--- src/rtl/uart_fifo_pkg.sv ---
package uart_fifo_pkg;
  localparam int FIFO_DEPTH = 64;
  localparam int CHAR_W     = 8;
  localparam int CNT_W      = $clog2(FIFO_DEPTH + 1);
  localparam int IDLE_CHARS = 4;

  typedef enum logic [1:0] {
    TRIG_ONE   = 2'b00,
    TRIG_QTR   = 2'b01,
    TRIG_HALF  = 2'b10,
    TRIG_NEAR  = 2'b11
  } trig_sel_e;

  // Receive trigger level in entries for a select code and mode.
  function automatic logic [CNT_W-1:0] trig_level(input logic [1:0] sel, input logic en);
    logic [CNT_W-1:0] lvl;
    case (trig_sel_e'(sel))
      TRIG_ONE:  lvl = CNT_W'(1);
      TRIG_QTR:  lvl = CNT_W'(FIFO_DEPTH / 4);
      TRIG_HALF: lvl = CNT_W'(FIFO_DEPTH / 2);
      default:   lvl = CNT_W'(FIFO_DEPTH - FIFO_DEPTH / 8);
    endcase
    return en ? lvl : CNT_W'(1);
  endfunction

  // Free entries left in a FIFO of the given capacity.
  function automatic logic [CNT_W-1:0] free_slots(input logic [CNT_W-1:0] cap,
                                                 input logic [CNT_W-1:0] cnt);
    return (cnt >= cap) ? '0 : cap - cnt;
  endfunction
endpackage

--- src/rtl/char_fifo.sv ---
module char_fifo #(
  parameter int DEPTH = 64,
  parameter int W     = 8,
  localparam int CW   = $clog2(DEPTH + 1),
  localparam int PW   = $clog2(DEPTH)
) (
  input  logic          clk,
  input  logic          rst_n,
  input  logic [CW-1:0] cap,
  input  logic          push,
  input  logic [W-1:0]  din,
  input  logic          pop,
  output logic [W-1:0]  dout,
  output logic [CW-1:0] count,
  output logic          full,
  output logic          empty,
  output logic          push_ok,
  output logic          pop_ok
);
  logic [W-1:0]  mem [DEPTH];
  logic [PW-1:0] wr_ptr, rd_ptr;

  assign full    = (count >= cap);
  assign empty   = (count == '0);
  assign push_ok = push && !full;
  assign pop_ok  = pop && !empty;
  assign dout    = mem[rd_ptr];

  function automatic logic [PW-1:0] next_ptr(input logic [PW-1:0] p);
    return (p == PW'(DEPTH - 1)) ? '0 : p + PW'(1);
  endfunction

  always_ff @(posedge clk) begin
    if (push_ok) mem[wr_ptr] <= din;
  end

  always_ff @(posedge clk or negedge rst_n) begin
    if (!rst_n) begin
      wr_ptr <= '0;
      rd_ptr <= '0;
      count  <= '0;
    end else begin
      if (push_ok) wr_ptr <= next_ptr(wr_ptr);
      if (pop_ok)  rd_ptr <= next_ptr(rd_ptr);
      case ({push_ok, pop_ok})
        2'b10:   count <= count + CW'(1);
        2'b01:   count <= count - CW'(1);
        default: count <= count;
      endcase
    end
  end
endmodule

--- src/rtl/rx_idle_timer.sv ---
module rx_idle_timer #(
  parameter int LIMIT = 4,
  localparam int TW   = $clog2(LIMIT + 1)
) (
  input  logic clk,
  input  logic rst_n,
  input  logic activity,
  input  logic tick,
  output logic expired
);
  logic [TW-1:0] cnt;

  assign expired = (cnt == TW'(LIMIT));

  always_ff @(posedge clk or negedge rst_n) begin
    if (!rst_n)              cnt <= '0;
    else if (activity)       cnt <= '0;
    else if (tick && !expired) cnt <= cnt + TW'(1);
  end
endmodule

--- src/rtl/uart_dual_fifo.sv ---
module uart_dual_fifo
  import uart_fifo_pkg::*;
#(
  parameter int DEPTH = FIFO_DEPTH,
  parameter int W     = CHAR_W,
  parameter int IDLE  = IDLE_CHARS,
  localparam int CW   = $clog2(DEPTH + 1)
) (
  input  logic          clk,
  input  logic          rst_n,
  input  logic          fifo_en,
  input  logic [1:0]    rx_trig_sel,
  input  logic          char_tick,
  input  logic          rx_strobe,
  input  logic [W-1:0]  rx_data,
  input  logic          host_rx_rd,
  output logic [W-1:0]  host_rx_data,
  input  logic          host_tx_wr,
  input  logic [W-1:0]  host_tx_data,
  input  logic          ser_tx_take,
  output logic [W-1:0]  ser_tx_data,
  output logic          ser_tx_valid,
  input  logic          status_rd,
  output logic          rx_data_ready,
  output logic          tx_need_data,
  output logic [CW-1:0] rx_count,
  output logic [CW-1:0] tx_count,
  output logic          rx_dma_req,
  output logic          tx_dma_req,
  output logic          rx_overrun
);
  logic [CW-1:0] cap;
  logic [CW-1:0] trig;
  logic          rx_full, rx_empty, rx_push_ok, rx_pop_ok;
  logic          tx_full, tx_empty, tx_push_ok, tx_pop_ok;
  logic          idle_expired;
  logic          rx_at_trig, rx_trail, rx_drop;

  assign cap  = fifo_en ? CW'(DEPTH) : CW'(1);
  assign trig = trig_level(rx_trig_sel, fifo_en);

  char_fifo #(.DEPTH(DEPTH), .W(W)) u_rx_fifo (
    .clk(clk), .rst_n(rst_n), .cap(cap),
    .push(rx_strobe), .din(rx_data), .pop(host_rx_rd), .dout(host_rx_data),
    .count(rx_count), .full(rx_full), .empty(rx_empty),
    .push_ok(rx_push_ok), .pop_ok(rx_pop_ok)
  );

  char_fifo #(.DEPTH(DEPTH), .W(W)) u_tx_fifo (
    .clk(clk), .rst_n(rst_n), .cap(cap),
    .push(host_tx_wr), .din(host_tx_data), .pop(ser_tx_take), .dout(ser_tx_data),
    .count(tx_count), .full(tx_full), .empty(tx_empty),
    .push_ok(tx_push_ok), .pop_ok(tx_pop_ok)
  );

  rx_idle_timer #(.LIMIT(IDLE)) u_idle (
    .clk(clk), .rst_n(rst_n), .activity(rx_strobe), .tick(char_tick),
    .expired(idle_expired)
  );

  assign rx_at_trig = (rx_count >= trig);
  assign rx_trail   = idle_expired && !rx_empty && (rx_count < trig);
  assign rx_dma_req = rx_at_trig || rx_trail;
  assign rx_drop    = rx_strobe && rx_full;

  assign rx_data_ready = !rx_empty;
  assign tx_need_data  = tx_empty;
  assign ser_tx_valid  = !tx_empty;
  assign tx_dma_req    = fifo_en ? (free_slots(cap, tx_count) >= CW'(DEPTH / 2)) : tx_empty;

  always_ff @(posedge clk or negedge rst_n) begin
    if (!rst_n)         rx_overrun <= 1'b0;
    else if (rx_drop)   rx_overrun <= 1'b1;
    else if (status_rd) rx_overrun <= 1'b0;
  end
endmodule

--- config.mk ---
export PLATFORM = sky130hd
export DESIGN_NAME = uart_dual_fifo
export DESIGN_NICKNAME = d
export VERILOG_FILES = /design/src/rtl/uart_fifo_pkg.sv /design/src/rtl/char_fifo.sv /design/src/rtl/rx_idle_timer.sv /design/src/rtl/uart_dual_fifo.sv
export SDC_FILE = /design/constraint.sdc
export NUM_CORES = 1
export LEC_CHECK = 0
export BUFFER_PORTS_ARGS = -buffer_cell sky130_fd_sc_hd__buf_4
export CAP_MARGIN = 25
export CORE_ASPECT_RATIO = 1.4
export CORE_MARGIN = 2
export CORE_UTILIZATION = 60
export CTS_CLUSTER_DIAMETER = 80
export CTS_CLUSTER_SIZE = 16
export DETAILED_ROUTE_END_ITERATION = 12
export PLACE_DENSITY = 0.86
export SLEW_MARGIN = 0
export SYNTH_ARGS = -nofsm -noshare
export SYNTH_HDL_FRONTEND = slang
export SYNTH_SLANG_ARGS = --single-unit
--- constraint.sdc ---
create_clock -name clk -period 7.1 [get_ports clk]
set_clock_uncertainty 0.1 [all_clocks]
set_input_delay 1.42 -clock clk [delete_from_list [all_inputs] [get_ports clk]]
set_output_delay 1.42 -clock clk [all_outputs]
set_load 0.02 [all_outputs]
==> flow_summary_export.csv <==
group,metric,value,unit
outcome,status,"finished, final reports clean",
logic_synthesis,async_flop_share,3.94,%
routing,detailroute.wirelength.met3,8960,um
global_route,grt_overflow_total,0,
setup_path,critical_path.cell_chain,"buf_4, mux4_2, a211oi_1, a21oi_1, a31o_2, buf_4",
cts,cts_resized,0,
global_route,grt_start_max_net_pins,133,
setup_path,data_required_critical_path,5.58,ns
cts,cts_max_level,3,
floorplan,placement_rows,115,
cells_and_area,layout-drive-gt1-share,21.1,%
setup_path,crit_family,"compound AO/OA/AOI/OAI gates",
placed_design,placedInstanceArea,43700,sq um
logic_synthesis,synthTopCellsByArea,"sky130_fd_sc_hd__edfxtp_1 72%, sky130_fd_sc_hd__mux4_2 12%, sky130_fd_sc_hd__dfrtp_1 2.5%",
routing,routed-wl-met2,50500,um
global_route,groute.usage.overall,26.9,%
cts,max-clock-path-buffers,3,
cells_and_area,area_delta_synth_final,8.19,%
cells_and_area,core_util_final,65.5,%
timing,post-route-min-period,5.55,ns
setup_path,critical_path.n_buffers_inverters,2,
cts,postCtsHoldBufs,0,
floorplan,die-height,319,um
timing,hold_viol_final,0,
global_route,antenna_found_initial,2,
routing,remaining_drc_errors,0,
cts,cts.sink_count,1066,
floorplan,die_area,73000,sq um
timing,setup_repair_after_global_routing_missed_its_margin,"no",
floorplan,core_region_area,70200,sq um
setup_path,worstPathArrival,4.03,ns
worst_hold_path,worst_hold_path.num_cells,2,
routing,final_antenna_net_count,0,
timing,setup_tns,0,ns
setup_path,crit_path_max_incr_delay,0.97,ns
setup_path,critPathLaunchType,"flip-flop",
setup_path,worstSetupPathType,"reg -> out",
timing,max_slew_margin,30.2,%
setup_path,timing.reg2reg.worst_path_depth,10,
floorplan,ios,63,
setup_path,cpMaxStageDelayCell,"sky130_fd_sc_hd__dfrtp_4",
routing,drt-met1-wl,31700,um
logic_synthesis,edff_count_synth,1024,
logic_synthesis,yosys.area.top_type_share,72.4,%
cts,clock-root-buffer,"sky130_fd_sc_hd__clkbuf_16",
cts,cts_tree,"yes",
routing,drt-vias-per-instance,6.91,
global_route,number_of_global_route_vias_before_repair,22200,
logic_synthesis,synth.yosys.seq_area_share,74.8,%
setup_path,worst_path_depth,6,
logic_synthesis,synthDominantAreaCellType,"sky130_fd_sc_hd__edfxtp_1",
timing,clock.fmax,180,MHz
routing,vias,21900,
routing,finalWirelength,96900,um
worst_hold_path,hp-class,"reg -> reg",
logic_synthesis,ys_types,72,
power_and_ir_drop,p_total,16.6,mW
cts,worst_skew_pair.late_latency,0.65,ns
timing,finalCritPeriodShare,78.1,%
timing,tightestPinTransition,1.05,ns
logic_synthesis,post_synth_inst_count,2157,
placed_design,port_buffers,62,
timing,setup_viol,0,
cts,cts_buffers,76,
power_and_ir_drop,cellLeakagePower,14.5,nW
logic_synthesis,ys_warns,0,
placed_design,gp_routability_congestion,0.902,
routing,drt-wirelength-per-cell,30.6,um
logic_synthesis,avg_cell_area_syn,19.7,sq um
placed_design,dp_hpwl,58300,um
routing,dr.first_iter.drc_count,2824,
setup_path,critPathMaxFanout,51,
floorplan,initial_utilization,60.5,%
logic_synthesis,ys_dominant_reg_cell,"sky130_fd_sc_hd__edfxtp_1",
cts,cts.reportedPaths.clkPinSlew,0.07,ns
power_and_ir_drop,power_density,361,nW/um^2
cells_and_area,post-route-cell-area,46000,sq um
setup_path,dominant_cell_type_by_count_on_the_critical_path,"sky130_fd_sc_hd__buf_4",
routing,firstDrtPassIters,6,
floorplan,die_width,229,um
routing,routed.top_layer,"met5",
cells_and_area,layout_nets,2243,
job,drv_cap,0,
cts,post-cts-setup-buffer-count,0,
timing,timing_max_transition_violations_final,0,
global_route,grt_pass1_wl,145000,um
setup_path,endpoint_kind,"output port",
logic_synthesis,synth_nets,2213,
power_and_ir_drop,peakVddDrop,0.446,mV
logic_synthesis,area_of_the_mapped_netlist,42500,sq um
logic_synthesis,ys_ff_latch,1066,
## sequential cells by signal, summed over array words and instances (netlist names)
name / flops
rx_overrun: 1
u_tx_fifo.count: 7
u_tx_fifo.mem: 512
u_tx_fifo.wr_ptr: 6
u_rx_fifo.count: 7
u_rx_fifo.rd_ptr: 6
u_rx_fifo.wr_ptr: 6
u_tx_fifo.rd_ptr: 6
u_rx_fifo.mem: 512
u_idle.cnt: 3
## cells by family (layout without fill, tap and decap cells)
| group | Yosys count | after routing | synth area share (%) |
|---|---|---|---|
| fa+ha+maj | 29 | 29 | 0.889 |
| flops | 1066 | 1066 | 74.8 |
| buf+inv | 148 | 216 | 1.53 |
| compound gates | 213 | 213 | 3.55 |
| other cells | 0 | 1 | 0 |
| simple gates | 346 | 346 | 4.01 |
| xor+xnor | 19 | 19 | 0.392 |
| mux | 336 | 336 | 14.8 |
## worst register-to-register path, stage by stage (launching register included)
cell and delay (ns):
sky130_fd_sc_hd__dfrtp_1 0.47, sky130_fd_sc_hd__nor4_1 0.56, sky130_fd_sc_hd__nand3_1 0.46, sky130_fd_sc_hd__nand3_2 0.38, sky130_fd_sc_hd__ha_1 0.44, sky130_fd_sc_hd__ha_1 0.31
sky130_fd_sc_hd__a21o_1 0.18, sky130_fd_sc_hd__a21o_1 0.19, sky130_fd_sc_hd__a21oi_1 0.19, sky130_fd_sc_hd__nor4_1 0.07, sky130_fd_sc_hd__or3b_2 0.45
## where the power goes
part | total (mW) | internal, mW | leakage (nW) | switching (mW)
clock | 4.10 | 2.07 | 1.05 | 2.02
sequential | 7.44 | 7.06 | 9.72 | 0.373
combinational | 5.04 | 2.16 | 3.69 | 2.89
total | 16.6 | 11.3 | 14.5 | 5.28
## final cells by class
cell class | count | area, sq um
Antenna cell | 1 | 2.50
Clock buffer | 112 | 2120
Clock inverter | 4 | 53.8
Fill cell | 4328 | 24200
Inverter | 18 | 67.6
Multi-Input combinational cell | 943 | 10000
Sequential cell | 1066 | 31800
Tap cell | 936 | 1170
Timing Repair Buffer | 82 | 693
## routing by layer
metal	global-route usage, %	up-vias
met3	6.00	355
met1	31.9	11100
met4	14.0	2
li1	-	8867
met5	0	-
met2	46.4	1481
## through the flow
step / instances / setup slack (ns) / hold slack, ns
after CTS: 3157 / 1.51 / 0.472
after global placement: 3036 / 2.28 / 0.414
after floorplan: 2157 / 2.71 / 0.427
after detailed placement: 3041 / 2.20 / 0.456
final: 3162 / 1.55 / 0.470
after global routing: 3161 / 1.42 / 0.482
## path summary, 6_finish.rpt
| path | startpoint | endpoint | slack [ns] |
|---|---|---|---|
| max in group asynchronous | rst_n | u_tx_fifo.rd_ptr[0] | 5.76 |
| hold reg to reg | u_rx_fifo.count[2] | u_rx_fifo.count[2] | 0.47 |
| setup / recovery | u_tx_fifo.rd_ptr[1] | ser_tx_data[2] | 1.55 |
| min in group asynchronous | rst_n | u_rx_fifo.wr_ptr[3] | 0.68 |
| hold / removal | u_rx_fifo.count[2] | u_rx_fifo.count[2] | 0.47 |
| setup reg to reg | u_tx_fifo.count[1] | u_tx_fifo.count[5] | 3.17 |
## cells in the mapped netlist (6+ instances only)
library cell,number
sky130_fd_sc_hd__a211oi_1,13
sky130_fd_sc_hd__nand3b_1,8
sky130_fd_sc_hd__mux2_2,37
sky130_fd_sc_hd__o221ai_1,8
sky130_fd_sc_hd__mux4_2,230
sky130_fd_sc_hd__a21oi_1,32
sky130_fd_sc_hd__o21ai_0,30
sky130_fd_sc_hd__a221oi_1,13
sky130_fd_sc_hd__ha_1,27
sky130_fd_sc_hd__buf_4,9
sky130_fd_sc_hd__buf_2,35
sky130_fd_sc_hd__a31o_2,7
sky130_fd_sc_hd__or3b_2,7
sky130_fd_sc_hd__a311oi_1,6
sky130_fd_sc_hd__nand3_1,22
sky130_fd_sc_hd__inv_1,18
sky130_fd_sc_hd__or4_1,8
sky130_fd_sc_hd__nor2b_1,18
sky130_fd_sc_hd__nand2_1,62
sky130_fd_sc_hd__a211o_1,6
sky130_fd_sc_hd__dfrtp_1,42
sky130_fd_sc_hd__nand2b_1,6
sky130_fd_sc_hd__nor4_1,13
sky130_fd_sc_hd__nor3_1,7
sky130_fd_sc_hd__mux2i_1,69
sky130_fd_sc_hd__o31ai_1,9
sky130_fd_sc_hd__clkbuf_1,66
sky130_fd_sc_hd__o22ai_1,27
sky130_fd_sc_hd__or3_1,7
sky130_fd_sc_hd__a22oi_1,30
sky130_fd_sc_hd__nor2_1,150
sky130_fd_sc_hd__buf_1,17
sky130_fd_sc_hd__xnor2_1,14
sky130_fd_sc_hd__edfxtp_1,1024
## cell usage in the layout, fill, tap and decap left out, types with 7 or more instances in the layout
cell and n:
sky130_fd_sc_hd__clkbuf_16 80, sky130_fd_sc_hd__edfxtp_1 1024, sky130_fd_sc_hd__a22oi_1 30, sky130_fd_sc_hd__o21ai_0 30, sky130_fd_sc_hd__dfrtp_1 36, sky130_fd_sc_hd__nor3_1 7, sky130_fd_sc_hd__clkbuf_1 32, sky130_fd_sc_hd__nand3b_1 8
sky130_fd_sc_hd__nor2b_1 18, sky130_fd_sc_hd__or4_1 8, sky130_fd_sc_hd__a221oi_1 13, sky130_fd_sc_hd__a31o_2 7, sky130_fd_sc_hd__o22ai_1 27, sky130_fd_sc_hd__a21oi_1 32, sky130_fd_sc_hd__nor2_1 150, sky130_fd_sc_hd__xnor2_1 14
sky130_fd_sc_hd__or3_1 7, sky130_fd_sc_hd__mux4_2 230, sky130_fd_sc_hd__or3b_2 7, sky130_fd_sc_hd__buf_4 74, sky130_fd_sc_hd__inv_1 18, sky130_fd_sc_hd__a211oi_1 13, sky130_fd_sc_hd__o31ai_1 9, sky130_fd_sc_hd__nand2_1 62
sky130_fd_sc_hd__nand3_1 22, sky130_fd_sc_hd__mux2i_1 69, sky130_fd_sc_hd__mux2_2 37, sky130_fd_sc_hd__o221ai_1 8, sky130_fd_sc_hd__ha_1 27, sky130_fd_sc_hd__nor4_1 13
Note: power is estimated with default switching activity, not from simulation.
